## config.mk

```make
export PLATFORM = sky130hd
export DESIGN_NAME = burst_clk_lat_gen
export DESIGN_NICKNAME = d
export VERILOG_FILES = /design/src/rtl/burst_clk_lat_gen.sv
export SDC_FILE = /design/constraint.sdc
export NUM_CORES = 1
export LEC_CHECK = 0
export BUFFER_PORTS_ARGS = -buffer_cell sky130_fd_sc_hd__buf_2
export CORE_MARGIN = 2
export CORE_UTILIZATION = 54
export CTS_CLUSTER_DIAMETER = 40
export DETAILED_ROUTE_END_ITERATION = 8
export PLACE_DENSITY = 0.77
export REMOVE_ABC_BUFFERS = 1
export SETUP_SLACK_MARGIN = 0.05
export SKIP_LAST_GASP = 1
export SLEW_MARGIN = 20
export SYNTH_ARGS = -nofsm -noshare
export SYNTH_HDL_FRONTEND = slang
export SYNTH_SLANG_ARGS = --single-unit
```

## constraint.sdc

```tcl
create_clock -name clk -period 2.2 [get_ports clk]
set_input_delay 0.22 -clock clk [delete_from_list [all_inputs] [get_ports clk]]
set_output_delay 0.22 -clock clk [all_outputs]
set_load 0.02 [all_outputs]
```

## src/rtl/burst_clk_lat_gen.sv

```systemverilog
module burst_clk_lat_gen #(
  parameter int DW = 4,
  parameter int LW = 4
) (
  input  logic          clk,
  input  logic          rst_n,
  input  logic          start,
  input  logic [DW-1:0] div,
  input  logic [LW-1:0] lat,
  input  logic          burst_en,
  output logic          mclk,
  output logic          addr_vld,
  output logic          data_rdy,
  output logic          busy
);
  localparam int RW = LW + 1;

  logic [DW-1:0] div_q, ph;
  logic [RW-1:0] rem;
  logic          first;

  wire [DW:0] hi_len  = ({1'b0, div_q} + 2'd2) >> 1;
  wire        per_end = (ph == div_q);
  wire        in_hi   = ({1'b0, ph} < hi_len);

  assign mclk     = busy & ((div_q == '0) ? clk : in_hi);
  assign addr_vld = busy & first;
  assign data_rdy = busy & (ph == '0) & (rem == '0);

  always_ff @(posedge clk or negedge rst_n) begin
    if (!rst_n) begin
      busy  <= 1'b0;
      first <= 1'b0;
      div_q <= '1;
      ph    <= '0;
      rem   <= '0;
    end else if (!busy) begin
      if (start) begin
        busy  <= 1'b1;
        first <= 1'b1;
        div_q <= div;
        ph    <= '0;
        rem   <= burst_en ? RW'(lat) + RW'(2) : RW'(1);
      end
    end else if (per_end) begin
      ph    <= '0;
      first <= 1'b0;
      if (rem == '0) busy <= 1'b0;
      else           rem  <= rem - 1'b1;
    end else begin
      ph <= ph + 1'b1;
    end
  end
endmodule


```

# == Word-level counts from Yosys, hierarchy flattened ==
# Index checks and enable logic that the tools add are counted.
# classes
add_sub_neg,4
n_lt_le_gt_ge,1
n_eq_ne,3
mux,16
bitwise_logic,5
n_reduce_logical,7
# ops
operator,n
$mux 5,5
$mux 4,3
$add 4x2->5 const B,2
$logic_not 4->1,2
$mux 1,8
$logic_not 5->1,1
$sub 5x1->5 const B,1
$add 4x1->4 const B,1
$and 1x1->1,4
$eq 4x4->1,1
$lt 4x4->1,1
$reduce_and 2->1,2
$reduce_and 3->1,1
$ne 2x1->1 const B,1
$ne 2x2->1 const B,1
$reduce_bool 2->1,1
$not 1->1,1
# word_totals
regBits,15
wordCells,41

# == Depth between registers and ports, before layout ==
# logic_depth
ltp_word,4
ltp_mapped,8

==> out/summary.txt <==
Peak Freq -> 417 MHz
Row count -> 15
Post-synth EDFFs -> 0
Final core utilization -> 0.696
Top_reg_cell synth -> dfrtp_1
DRT iter0 DRCs -> 16
Total core area -> 1750 um^2
Tightest Pin Transition -> 0.479 ns
Max Cap Violations -> 0
Area grow syn2layout -> 20.9%
Die Ht -> 47.1 um
Period utilization -> 1.09
Worst-path fanout max -> 2
Global-route wire length before repair -> 3.48 mm
Sequential cell area -> 380 um^2
Layout cells sized above 1 -> 0.331
Failing checks -> setup timing
RR Startpoint -> div_q[1]
Final Skew -> 0.00263 ns
Status -> complete, but fails checks
Ports -> 16
Setup Viol. Count Final -> 1
Tot GR Track Use -> 0.236
Finished Layout Cells -> 152
Worst r2r dst -> rem[1]
Kind of critical path -> reg -> out
Initial antenna violation count -> 0
CTS tree -> built
Final WL -> 2.16 mm
Tot Pwr -> 1.86 mW
Post-synth ARST share -> 1.00
CTS clock-pin slew for the worst setup and hold paths -> 0.10 ns
Clk_lat worst skew -> 0.41 ns
Leak -> 0.573 nW
Multi-input logic area -> 593 um^2
DIE AREA -> 2220 um^2
Vias post-DR -> 871
PD cells -> 1530 nW/um^2
Hold path cells -> 2
CP arrival -> 2.18 ns
Number of global-route vias before repair -> 797
Post-Syn Area per Cell -> 9.85 um^2
Grt total ovfl -> 0
Hold Fails Final Rpt -> 0
Yosys reg bits -> 15
Placed Cells -> 142
Starting Density -> 0.576
Worst path required time -> 1.98 ns
Routed len/inst -> 14.2 um
Vias/cell -> 5.73
Final routed DRC violation total -> 0
Worst min-delay path class -> in -> reg
Nets -> 148
Maximum number of pins on one net before global-route repair -> 16
Ant. Diodes -> 0
Worst r2r path cells -> 6
Worst Min Path Start -> div[0]
Detailed placement HPWL -> 1.50 mm
Routed Antenna Nets -> 0
Tmin final -> 2.40 ns
Crit start category -> flop
Post-synthesis cell type count -> 39
Hold EP -> div_q[0]
RePlAce Congestion -> 0.794
Die Width -> 47.1 um
Synth Warn # -> 0
Synthesized area -> 1000 um^2
Slew margin rel. -> 0.678
VDD IR max -> 0.00114 V
Number of I/O port buffers -> 15
Final setup margin -> -0.200 ns
Fillers -> 150
CP endpoint kind -> output port
RSZ-0062 raised after global routing -> true
Sequential element share of the synthesized area -> 0.379
Final Max Slew Viols -> 0
Setup slack, reg-to-reg -> 0.28 ns
Drt first pass iters -> 4
Synthesized instance count -> 102
-- critical path, stage by stage (launching register included) --
cell	delay, ns
dfstp_2	0.57
ha_4	0.21
inv_4	0.05
ha_4	0.19
o21a_1	0.10
o21a_1	0.16
o21ai_1	0.13
a22oi_1	0.09
nor2_1	0.12
buf_4	0.15
-- worst max path at each step --
stage	startpoint	endpoint	slack, ns	depth (start not counted)
after detailed placement	div_q[1]	mclk	0.15	9
after CTS	div_q[2]	mclk	-0.23	9
after global placement	div_q[1]	mclk	0.21	9
final	div_q[2]	mclk	-0.20	9
after floorplan	div_q[1]	mclk	0.17	8
after global routing	div_q[2]	mclk	-0.29	9
-- state kept, by name, indices dropped and copies added, names as in the netlist --
register  flops
busy          1
ph            4
first         1
rem           5
div_q         4
-- synth_stat cells, types with 2 or more instances --
cell / n / share of area
a311oi_1: 2 / 0.017
nor4_1: 2 / 0.012
dfstp_2: 4 / 0.10
mux2_2: 4 / 0.045
inv_1: 9 / 0.034
nand2_1: 6 / 0.022
o311a_1: 2 / 0.020
o22ai_1: 2 / 0.012
o21a_1: 3 / 0.022
dfrtp_1: 11 / 0.27
o21ai_0: 6 / 0.030
a31oi_1: 2 / 0.012
xor2_1: 3 / 0.026
xnor2_1: 2 / 0.017
ha_1: 8 / 0.10
nor2_1: 10 / 0.037
nand3_1: 4 / 0.020
-- per-stage QoR --
step	cell area (um^2)	hold slack (ns)	setup WS, ns	setup TNS, ns
6_report	1210	0.0361	-0.200	-0.200
5_1_grt	1210	0.0392	-0.286	-0.286
3_5_place_dp	1110	0.142	0.154	0
4_1_cts	1210	0.0335	-0.230	-0.230
3_3_place_gp	1110	0.139	0.212	0
2_1_floorplan	982	-0.0756	0.170	0
-- power by group --
part           internal, mW  switching (mW)
Clock                 0.181           0.181
Sequential            0.424           0.164
Combinational         0.454           0.454
-- what timing repair did --
item	CTS	global route
hold buffers	1	0
setup buffers	2	0
endpoints found under the setup margin	1	1
gates resized for setup	6	0
cloned	0	0
hold endpoints to repair	15	0
pin swaps	5	1
-- area by class of cell --
type	instances	share of cell area
clock buffer	8	0.0463
inverter	9	0.0299
multi-input combinational	75	0.488
sequential	15	0.313
tap	25	0.0257
timing repair buffer	20	0.0968
-- metal layers --
metal / track usage / share of wire / up-vias
met1: 0.305 / 0.48 / 410
met4: 0.167 / 0.037 / 0
li1: - / - / 423
met5: 0 / 0 / -
met3: 0.0538 / 0.039 / 10
met2: 0.348 / 0.45 / 28
-- cell usage in the layout (no fill, tap or decap), types with 4 or more instances in the layout --
cell	count
buf_2	14
dfrtp_1	11
nor2_1	10
inv_1	8
nand2_1	6
ha_1	6
clkbuf_4	6
buf_4	6
o21ai_0	5
nand3_1	4
mux2_2	4
dfstp_2	4
-- cell families after synthesis --
family                     share of synthesized area
and+or+nand+nor                                0.187
AOI/OAI and AO/OA                              0.174
DFF                                            0.379
buffers and inverters                         0.0560
adders and majority gates                     0.0996
xor gates and xnor gates                      0.0598
muxes                                         0.0448
(Power assumes the default switching activity.)
